===== config.mk =====
export PLATFORM = sky130hd
export DESIGN_NAME = incskip_exec
export DESIGN_NICKNAME = d
export VERILOG_FILES = /design/src/rtl/incskip_pkg.sv /design/src/rtl/incskip_decode.sv /design/src/rtl/incskip_alu.sv /design/src/rtl/incskip_seq.sv /design/src/rtl/incskip_exec.sv
export SDC_FILE = /design/constraint.sdc
export NUM_CORES = 1
export LEC_CHECK = 0
export ABC_CLOCK_PERIOD_IN_PS = 2000
export BUFFER_PORTS_ARGS = -buffer_cell sky130_fd_sc_hd__buf_2
export CAP_MARGIN = 20
export CORE_UTILIZATION = 51
export DETAILED_ROUTE_END_ITERATION = 7
export GPL_TIMING_DRIVEN = 0
export PLACE_DENSITY = 0.78
export SLEW_MARGIN = 20
export SYNTH_ARGS = -nofsm -noshare
export SYNTH_HDL_FRONTEND = slang
export SYNTH_SLANG_ARGS = --single-unit
export TNS_END_PERCENT = 10

===== constraint.sdc =====
create_clock -name clk -period 2 [get_ports clk]
set_clock_uncertainty 0.05 [all_clocks]
set_input_delay 0.1 -clock clk [delete_from_list [all_inputs] [get_ports clk]]
set_output_delay 0.1 -clock clk [all_outputs]
set_load 0.03 [all_outputs]

===== src/rtl/incskip_pkg.sv =====
package incskip_pkg;

  typedef enum logic [1:0] {
    SEQ_IDLE = 2'd0,
    SEQ_EXEC = 2'd1,
    SEQ_NOP  = 2'd2
  } seq_state_t;

  localparam int OPC_W = 6;
  localparam logic [OPC_W-1:0] OPC_INC_SKZ  = 6'b001111;
  localparam logic [OPC_W-1:0] OPC_INC_SKNZ = 6'b010010;

  // Phase numbering inside one machine cycle
  localparam logic [1:0] PH_DECODE  = 2'd0;
  localparam logic [1:0] PH_READ    = 2'd1;
  localparam logic [1:0] PH_PROCESS = 2'd2;
  localparam logic [1:0] PH_WRITE   = 2'd3;

  function automatic logic opc_known(input logic [OPC_W-1:0] opc);
    return (opc == OPC_INC_SKZ) || (opc == OPC_INC_SKNZ);
  endfunction

endpackage


===== src/rtl/incskip_decode.sv =====
module incskip_decode
  import incskip_pkg::*;
#(
  parameter int IW = 16,
  parameter int FW = 8,
  parameter int BW = 4
) (
  input  logic [IW-1:0]    ir,
  input  logic [BW-1:0]    bank_sel,
  output logic             skip_on_nz,
  output logic             dst_file,
  output logic [BW+FW-1:0] addr
);
  localparam logic [BW-1:0] BANK_LO = '0;
  localparam logic [BW-1:0] BANK_HI = '1;

  logic [OPC_W-1:0] opc;
  logic [FW-1:0]    fld;
  logic             banked;

  assign opc        = ir[IW-1 -: OPC_W];
  assign fld        = ir[FW-1:0];
  assign banked     = ir[FW];
  assign dst_file   = ir[FW+1];
  assign skip_on_nz = (opc == OPC_INC_SKNZ);

  always_comb begin
    if (banked)
      addr = {bank_sel, fld};
    else if (fld[FW-1])
      addr = {BANK_HI, fld};
    else
      addr = {BANK_LO, fld};
  end
endmodule


===== src/rtl/incskip_alu.sv =====
module incskip_alu #(
  parameter int DW = 8
) (
  input  logic [DW-1:0] opnd,
  input  logic          skip_on_nz,
  output logic [DW-1:0] result,
  output logic          take_skip
);
  logic is_zero;

  assign result    = opnd + DW'(1);
  assign is_zero   = (result == '0);
  assign take_skip = skip_on_nz ? !is_zero : is_zero;
endmodule


===== src/rtl/incskip_seq.sv =====
module incskip_seq
  import incskip_pkg::*;
#(
  parameter int MAX_NOP = 2
) (
  input  logic       clk,
  input  logic       rst,
  input  logic       start,
  input  logic       skip_now,
  input  logic       two_word,
  output seq_state_t state,
  output logic [1:0] phase,
  output logic       busy
);
  localparam int CW = $clog2(MAX_NOP + 1);

  logic          skip_pend;
  logic [CW-1:0] nop_left;

  always_ff @(posedge clk) begin
    if (rst) begin
      state     <= SEQ_IDLE;
      phase     <= PH_DECODE;
      busy      <= 1'b0;
      skip_pend <= 1'b0;
      nop_left  <= '0;
    end else begin
      case (state)
        SEQ_IDLE: begin
          phase <= PH_DECODE;
          if (start) begin
            state <= SEQ_EXEC;
            busy  <= 1'b1;
          end
        end
        SEQ_EXEC: begin
          phase <= phase + 2'd1;
          if (phase == PH_PROCESS)
            skip_pend <= skip_now;
          if (phase == PH_WRITE) begin
            if (skip_pend) begin
              state    <= SEQ_NOP;
              nop_left <= two_word ? CW'(2) : CW'(1);
            end else begin
              state <= SEQ_IDLE;
              busy  <= 1'b0;
            end
          end
        end
        SEQ_NOP: begin
          phase <= phase + 2'd1;
          if (phase == PH_WRITE) begin
            if (nop_left == CW'(1)) begin
              state <= SEQ_IDLE;
              busy  <= 1'b0;
            end else begin
              nop_left <= nop_left - CW'(1);
            end
          end
        end
        default: begin
          state <= SEQ_IDLE;
          busy  <= 1'b0;
        end
      endcase
    end
  end
endmodule


===== src/rtl/incskip_exec.sv =====
module incskip_exec
  import incskip_pkg::*;
#(
  parameter int IW = 16,
  parameter int FW = 8,
  parameter int BW = 4,
  parameter int DW = 8
) (
  input  logic             clk,
  input  logic             rst,
  input  logic             instr_valid,
  input  logic [IW-1:0]    instr_word,
  input  logic [BW-1:0]    bsr,
  input  logic             next_two_word,
  input  logic [DW-1:0]    mem_rdata,
  output logic             busy,
  output logic [1:0]       q_phase,
  output logic [BW+FW-1:0] mem_addr,
  output logic             mem_re,
  output logic             mem_we,
  output logic [DW-1:0]    mem_wdata,
  output logic [DW-1:0]    wreg,
  output logic             skip_flush,
  output logic             pc_adv
);
  localparam int AW = BW + FW;

  seq_state_t     state;
  logic [IW-1:0]  ir;
  logic           start;
  logic           skip_on_nz;
  logic           dst_file;
  logic [AW-1:0]  dec_addr;
  logic [DW-1:0]  result;
  logic           take_skip;
  logic           in_exec;
  logic           in_nop;
  logic           at_read;
  logic           at_proc;

  assign start   = !busy && instr_valid && opc_known(instr_word[IW-1 -: OPC_W]);
  assign in_exec = (state == SEQ_EXEC);
  assign in_nop  = (state == SEQ_NOP);
  assign at_read = in_exec && (q_phase == PH_DECODE);
  assign at_proc = in_exec && (q_phase == PH_PROCESS);

  incskip_decode #(.IW(IW), .FW(FW), .BW(BW)) u_dec (
    .ir         (ir),
    .bank_sel   (bsr),
    .skip_on_nz (skip_on_nz),
    .dst_file   (dst_file),
    .addr       (dec_addr)
  );

  incskip_alu #(.DW(DW)) u_alu (
    .opnd       (mem_rdata),
    .skip_on_nz (skip_on_nz),
    .result     (result),
    .take_skip  (take_skip)
  );

  incskip_seq #(.MAX_NOP(2)) u_seq (
    .clk      (clk),
    .rst      (rst),
    .start    (start),
    .skip_now (take_skip),
    .two_word (next_two_word),
    .state    (state),
    .phase    (q_phase),
    .busy     (busy)
  );

  always_ff @(posedge clk) begin
    if (rst) begin
      ir         <= '0;
      mem_addr   <= '0;
      mem_re     <= 1'b0;
      mem_we     <= 1'b0;
      mem_wdata  <= '0;
      wreg       <= '0;
      skip_flush <= 1'b0;
      pc_adv     <= 1'b0;
    end else begin
      if (start)
        ir <= instr_word;
      mem_re <= at_read;
      if (at_read)
        mem_addr <= dec_addr;
      mem_we <= at_proc && dst_file;
      if (at_proc)
        mem_wdata <= result;
      if (at_proc && !dst_file)
        wreg <= result;
      skip_flush <= at_proc && take_skip;
      pc_adv     <= in_nop && (q_phase == PH_PROCESS);
    end
  end
endmodule


* After elaboration in Yosys (flattened, before gate mapping) *
Index checks and enable logic that the tools add are counted.

storage, ports and cells
  register bits = 56
  bits in latches = 0
  bits in writable memories = 0
  memory bits (read-only) = 0
  input bits = 32
  output and inout port bits = 35
  logic and storage cells = 75
  memories kept = 0

operators by class
  add/subtract/negate cells = 3
  $mul = 0
  divide/modulo/power cells = 0
  $lt $le $gt $ge = 0
  equal/unequal tests = 15
  shift operators = 0
  mux-type cells = 22
  bitwise operators = 0
  reduce and logical (&&, ||, !) cells = 22

operator list
  cell                   number
  $mux W12               2
  $mux W2                10
  $eq A6 B5 Y1 const B   2
  $reduce_and A5 Y1      2
  $add A8 B1 Y8 const B  1
  $logic_and A1 B1 Y1    8
  $logic_not A8 Y1       1
  $ne A2 B1 Y1 const B   4
  $pmux W2 S2            2
  $eq A2 B2 Y1 const B   3
  $eq A6 B4 Y1 const B   1
  $mux W1                6
  $ne A2 B2 Y1 const B   3
  $pmux W2 S3            1
  $eq A2 B1 Y1 const B   2
  $logic_not A2 Y1       2
  $reduce_and A4 Y1      1
  $reduce_bool A2 Y1     2
  $logic_not A1 Y1       3
  $pmux W1 S3            1
  $add A2 B1 Y2 const B  1
  $reduce_and A2 Y1      1
  $reduce_or A2 Y1       1
  $sub A2 B1 Y2 const B  1
  $logic_or A1 B1 Y1     1

* Logic depth before layout (Yosys ltp) *
  word-level depth = 5
  mapped depth = 8
  gate-level depth less buffers = 7

* By module *
Synthesis repeated with hierarchy kept, for this count alone.

unflattened totals
  cells, all modules = 309
  area, all modules = 2710.1 µm²

by module, submodules not included
  module          instances  cells an instance  area an instance (µm²)  sequential area each (µm²)
  incskip_exec    1          203                1859.3                  960.9
  incskip_seq     1          64                 563.0                   160.2
  incskip_alu     1          22                 161.4                   0.0
  incskip_decode  1          20                 126.4                   0.0

* Least setup slack after synthesis *
No wires, ideal clock.

  kind = reg2reg
  start = reg u_seq.phase[1]
  end = reg mem_wdata[7]
  setup time = 0.086 ns
  data arrival time = 1.578 ns
  data required time = 1.864 ns
  setup slack = 0.286 ns
  cell stages (with the launch flop) = 7
  buffers on the path = 2
  clock period less this slack = 1.714 ns
  path through = dfxtp_1 -> ha_1 -> and2_1 -> clkbuf_1 -> buf_2 -> nor2_1 -> a211oi_1

between the ends
  longest elaborated chain between the ends = 2

RTL lines
  what                    RTL line            text
  from (decl)             incskip_seq.sv:12   output logic [1:0] phase,
  from (signal assigned)  incskip_seq.sv:37   phase <= phase + 2'd1;
  from (signal assigned)  incskip_seq.sv:51   phase <= phase + 2'd1;
  $eq A2 B2 Y1            incskip_exec.sv:45  assign at_proc = in_exec && (q_phase == PH_PROCESS);
  $logic_and A1 B1 Y1     incskip_exec.sv:45
  to (signal assigned)    incskip_exec.sv:91  mem_wdata <= result;
  to (decl)               incskip_exec.sv:21  output logic [DW-1:0] mem_wdata,

No other way between the ends.
A chain may end at the register's enable or synchronous reset.

* Worst setup path in the final report *
  start = reg u_seq.state[1]
  end = reg wreg[6]

between the ends
  longest elaborated chain between the ends = 3

RTL lines
  what                    RTL line            text
  from (decl)             incskip_seq.sv:11   output seq_state_t state,
  from (signal assigned)  incskip_seq.sv:22   state <= SEQ_IDLE;
  from (signal assigned)  incskip_seq.sv:32   state <= SEQ_EXEC;
  from (signal assigned)  incskip_seq.sv:42   state <= SEQ_NOP;
  $eq A2 B1 Y1            incskip_exec.sv:42  assign in_exec = (state == SEQ_EXEC);
  $logic_and A1 B1 Y1     incskip_exec.sv:45
  $logic_and A1 B1 Y1     incskip_exec.sv:92  if (at_proc && !dst_file)
  to (signal assigned)    incskip_exec.sv:93  wreg <= result;
  to (decl)               incskip_exec.sv:22  output logic [DW-1:0] wreg,

No other way between the ends.

==> results.ini <==
[timing]
period_needed_ns = 1.84
min_period_over_period = 0.918
timing.fmax_mhz = 544
drv_slew = 0
slew_headroom = 0.628
tightestPinTransition_ns = 0.558
grt_setup_unrepaired = no
setup_violations = 0
tns_ns = 0
hold_viol = 0

[clock_network]
cts-root-buf = clkbuf_8
cts_num_sinks = 56
cts_tree = yes
clk_pin_slew_ns = 0.10
numCtsBuffers = 5
clock_tree.buffer_depth = 2
htreeDepth = 2
clk-insertion-delay-late_ns = 0.31

[critical_path]
required_ns = 2.18
worstPathCellList = inv_1 -> ha_1 -> buf_2 -> nand2_1 -> nor2_2 -> buf_2 -> nor2_1 -> a211oi_1
critPathTopFamily = buffers and inverters
crit_arrival_ns = 2.01
r2r_cells = 8
cpPeakStageDelay_ns = 0.34
cp-startpoint = u_seq.state[1]
cp-endpoint = wreg[6]
crit_slowest_cell = dfxtp_1
cp.depth = 8
path_max_fanout = 10
crit_top_cell = buf_2
cp-start-kind = flip-flop
reg2reg_from = u_seq.state[1]
regToRegSetupSlack_ns = 0.16
crit_buf_inv = 3
crit_type = reg -> reg
cp-end-kind = flip-flop
r2r_end = wreg[6]

[hold_path]
hp-class = in -> reg
worstHoldStart = instr_word[5]

[place]
hpwl_um = 3660
portBuffers = 65
place_congestion = 0.814

[detailed_routing]
routed_wl_um = 5100
vias_per_cell = 5.18
drc_errors = 0
final_antenna_net_count = 0
first_pass_iters = 4
num_vias = 2067
wl_per_cell_um = 12.8
drt-initial-drc-count = 85

[global_route]
grt-ovfl-total = 0
antenna_found_initial = 0
grt.total_usage = 0.219
grt_pass1_vias = 1917
grt_max_degree = 18
grt_pass1_wl_um = 8580

[power_and_ir_drop]
p_int_mw = 1.59
switchingPower_mw = 0.440
pwr-share-seq = 0.553
switching_share = 0.217
p_per_area_mw_per_mm2 = 681
p_total_mw = 2.03
peakVddDrop_uv = 432
clkPwrFrac = 0.379
p_comb_frac = 0.068
p_leak_nw = 1.25

[yosys]
synth_nets = 306
synthCells = 265
yosysSeqAreaShare = 0.472
async_flop_share = 0
syn-cell-area_mm2 = 0.00237
yosys_warnings = 0
ys.flop_type = dfxtp_1
synth.distinct_cells = 40
synth_edf_count = 0
synth-seq-cells = 56
avgSynthCellArea_um2 = 8.96

[floorplan]
core_mm2 = 0.00441
die-width_um = 70.2
rows = 24
dieArea_mm2 = 0.00493
die_h_um = 70.2
start_util = 0.538
ioPinCount = 67

[job]
max_cap_violations = 0

[layout]
final_cell_mix = buf_2 (68), dfxtp_1 (56), nor2_1 (44)
n_antenna_cell = 0
layout.nets = 387
final_common_cell = buf_2
drive_gt1_frac = 0.259
synthToLayoutAreaGrowth_pct = 25.5

[outcome]
outcome = finished, final reports clean

-- metal layers --
layer	wire length, um	up-vias	GRT usage
li1	-	1071	-
met1	2430	941	0.290
met2	2410	53	0.353
met3	230	2	0.0548
met4	27	0	0.0600
met5	0	-	0
-- layout make-up --
cell class / count / area [um2]
fillers: 371 / 1440
clock buffers: 6 / 82.6
flip-flops and latches: 56 / 1120
plain buffers: 13 / 65.1
multi-input cells: 189 / 1160
well taps: 52 / 65.1
repair buffers: 74 / 415
inverters: 7 / 26.3
clock inverters: 2 / 38.8
-- worst min-delay path, delay by kind of cell --
family	cells	cell delay [ns]
simple gates	1	0.08
buf+inv	1	0.08
mux	1	0.07
-- registers in the layout (all words and copies together), names as in the netlist --
name,count
u_seq.busy,1
mem_addr,12
u_seq.skip_pend,1
u_seq.phase,2
mem_re,1
pc_adv,1
skip_flush,1
u_seq.nop_left,2
wreg,8
u_seq.state,2
mem_we,1
mem_wdata,8
ir,16
-- cells in the mapped netlist (3+ instances only) --
| cell type | number | area share |
|---|---|---|
| a211oi_1 | 15 | 0.047 |
| a21oi_1 | 24 | 0.051 |
| and2_1 | 3 | 0.0079 |
| buf_2 | 3 | 0.0063 |
| clkbuf_1 | 8 | 0.013 |
| dfxtp_1 | 56 | 0.47 |
| ha_1 | 9 | 0.047 |
| inv_1 | 7 | 0.011 |
| mux2i_1 | 11 | 0.046 |
| nand2_1 | 33 | 0.052 |
| nor2_1 | 45 | 0.071 |
| nor3_1 | 9 | 0.019 |
| o21a_1 | 3 | 0.0095 |
| o21ai_0 | 4 | 0.0084 |
| xnor2_1 | 3 | 0.011 |
| xor2_1 | 4 | 0.015 |
-- what timing repair did --
action,4_1_cts,5_1_grt
setup buffers,0,0
setup endpoints to repair,0,3
endpoints found under the hold margin,9,0
gates resized for setup,0,3
hold buffers,9,0
-- per-stage QoR --
step / utilization / setup slack, ns / hold slack (ns) / cells / cell area (um2)
floorplan: - / 0.286 / 0.146 / 265 / 2370
global placement: 0.626 / 0.105 / 0.273 / 382 / 2760
detailed placement: 0.626 / 0.0592 / 0.282 / 382 / 2760
CTS: 0.674 / 0.0343 / 0.0159 / 399 / 2980
global route: 0.675 / 0.0265 / 0.0298 / 399 / 2980
finish: 0.675 / 0.163 / 0.00886 / 399 / 2980
-- cells by family after synthesis --
group | synth area share
compound gates | 0.154
fa+ha+maj | 0.0474
buf+inv | 0.0380
mux | 0.0464
xor+xnor | 0.0258
flops | 0.472
simple gates | 0.216
-- how the worst min path moves through the flow --
stage | to | slack [ns] | cells past startpoint
2_1_floorplan | wreg[0] | 0.15 | 1
3_3_place_gp | ir[7] | 0.27 | 3
3_5_place_dp | ir[7] | 0.28 | 3
4_1_cts | ir[5] | 0.02 | 3
5_1_grt | wreg[0] | 0.03 | 2
6_report | ir[5] | 0.009 | 3
-- power by group through the flow --
stage / combinational, mW / clock (mW) / sequential, mW
floorplan: 0.0595 / 0 / 1.15
global placement: 0.121 / 0 / 1.15
detailed placement: 0.123 / 0 / 1.15
CTS: 0.137 / 0.781 / 1.12
global route: 0.152 / 0.822 / 1.12
finish: 0.138 / 0.770 / 1.12
(Power assumes the default switching activity.)
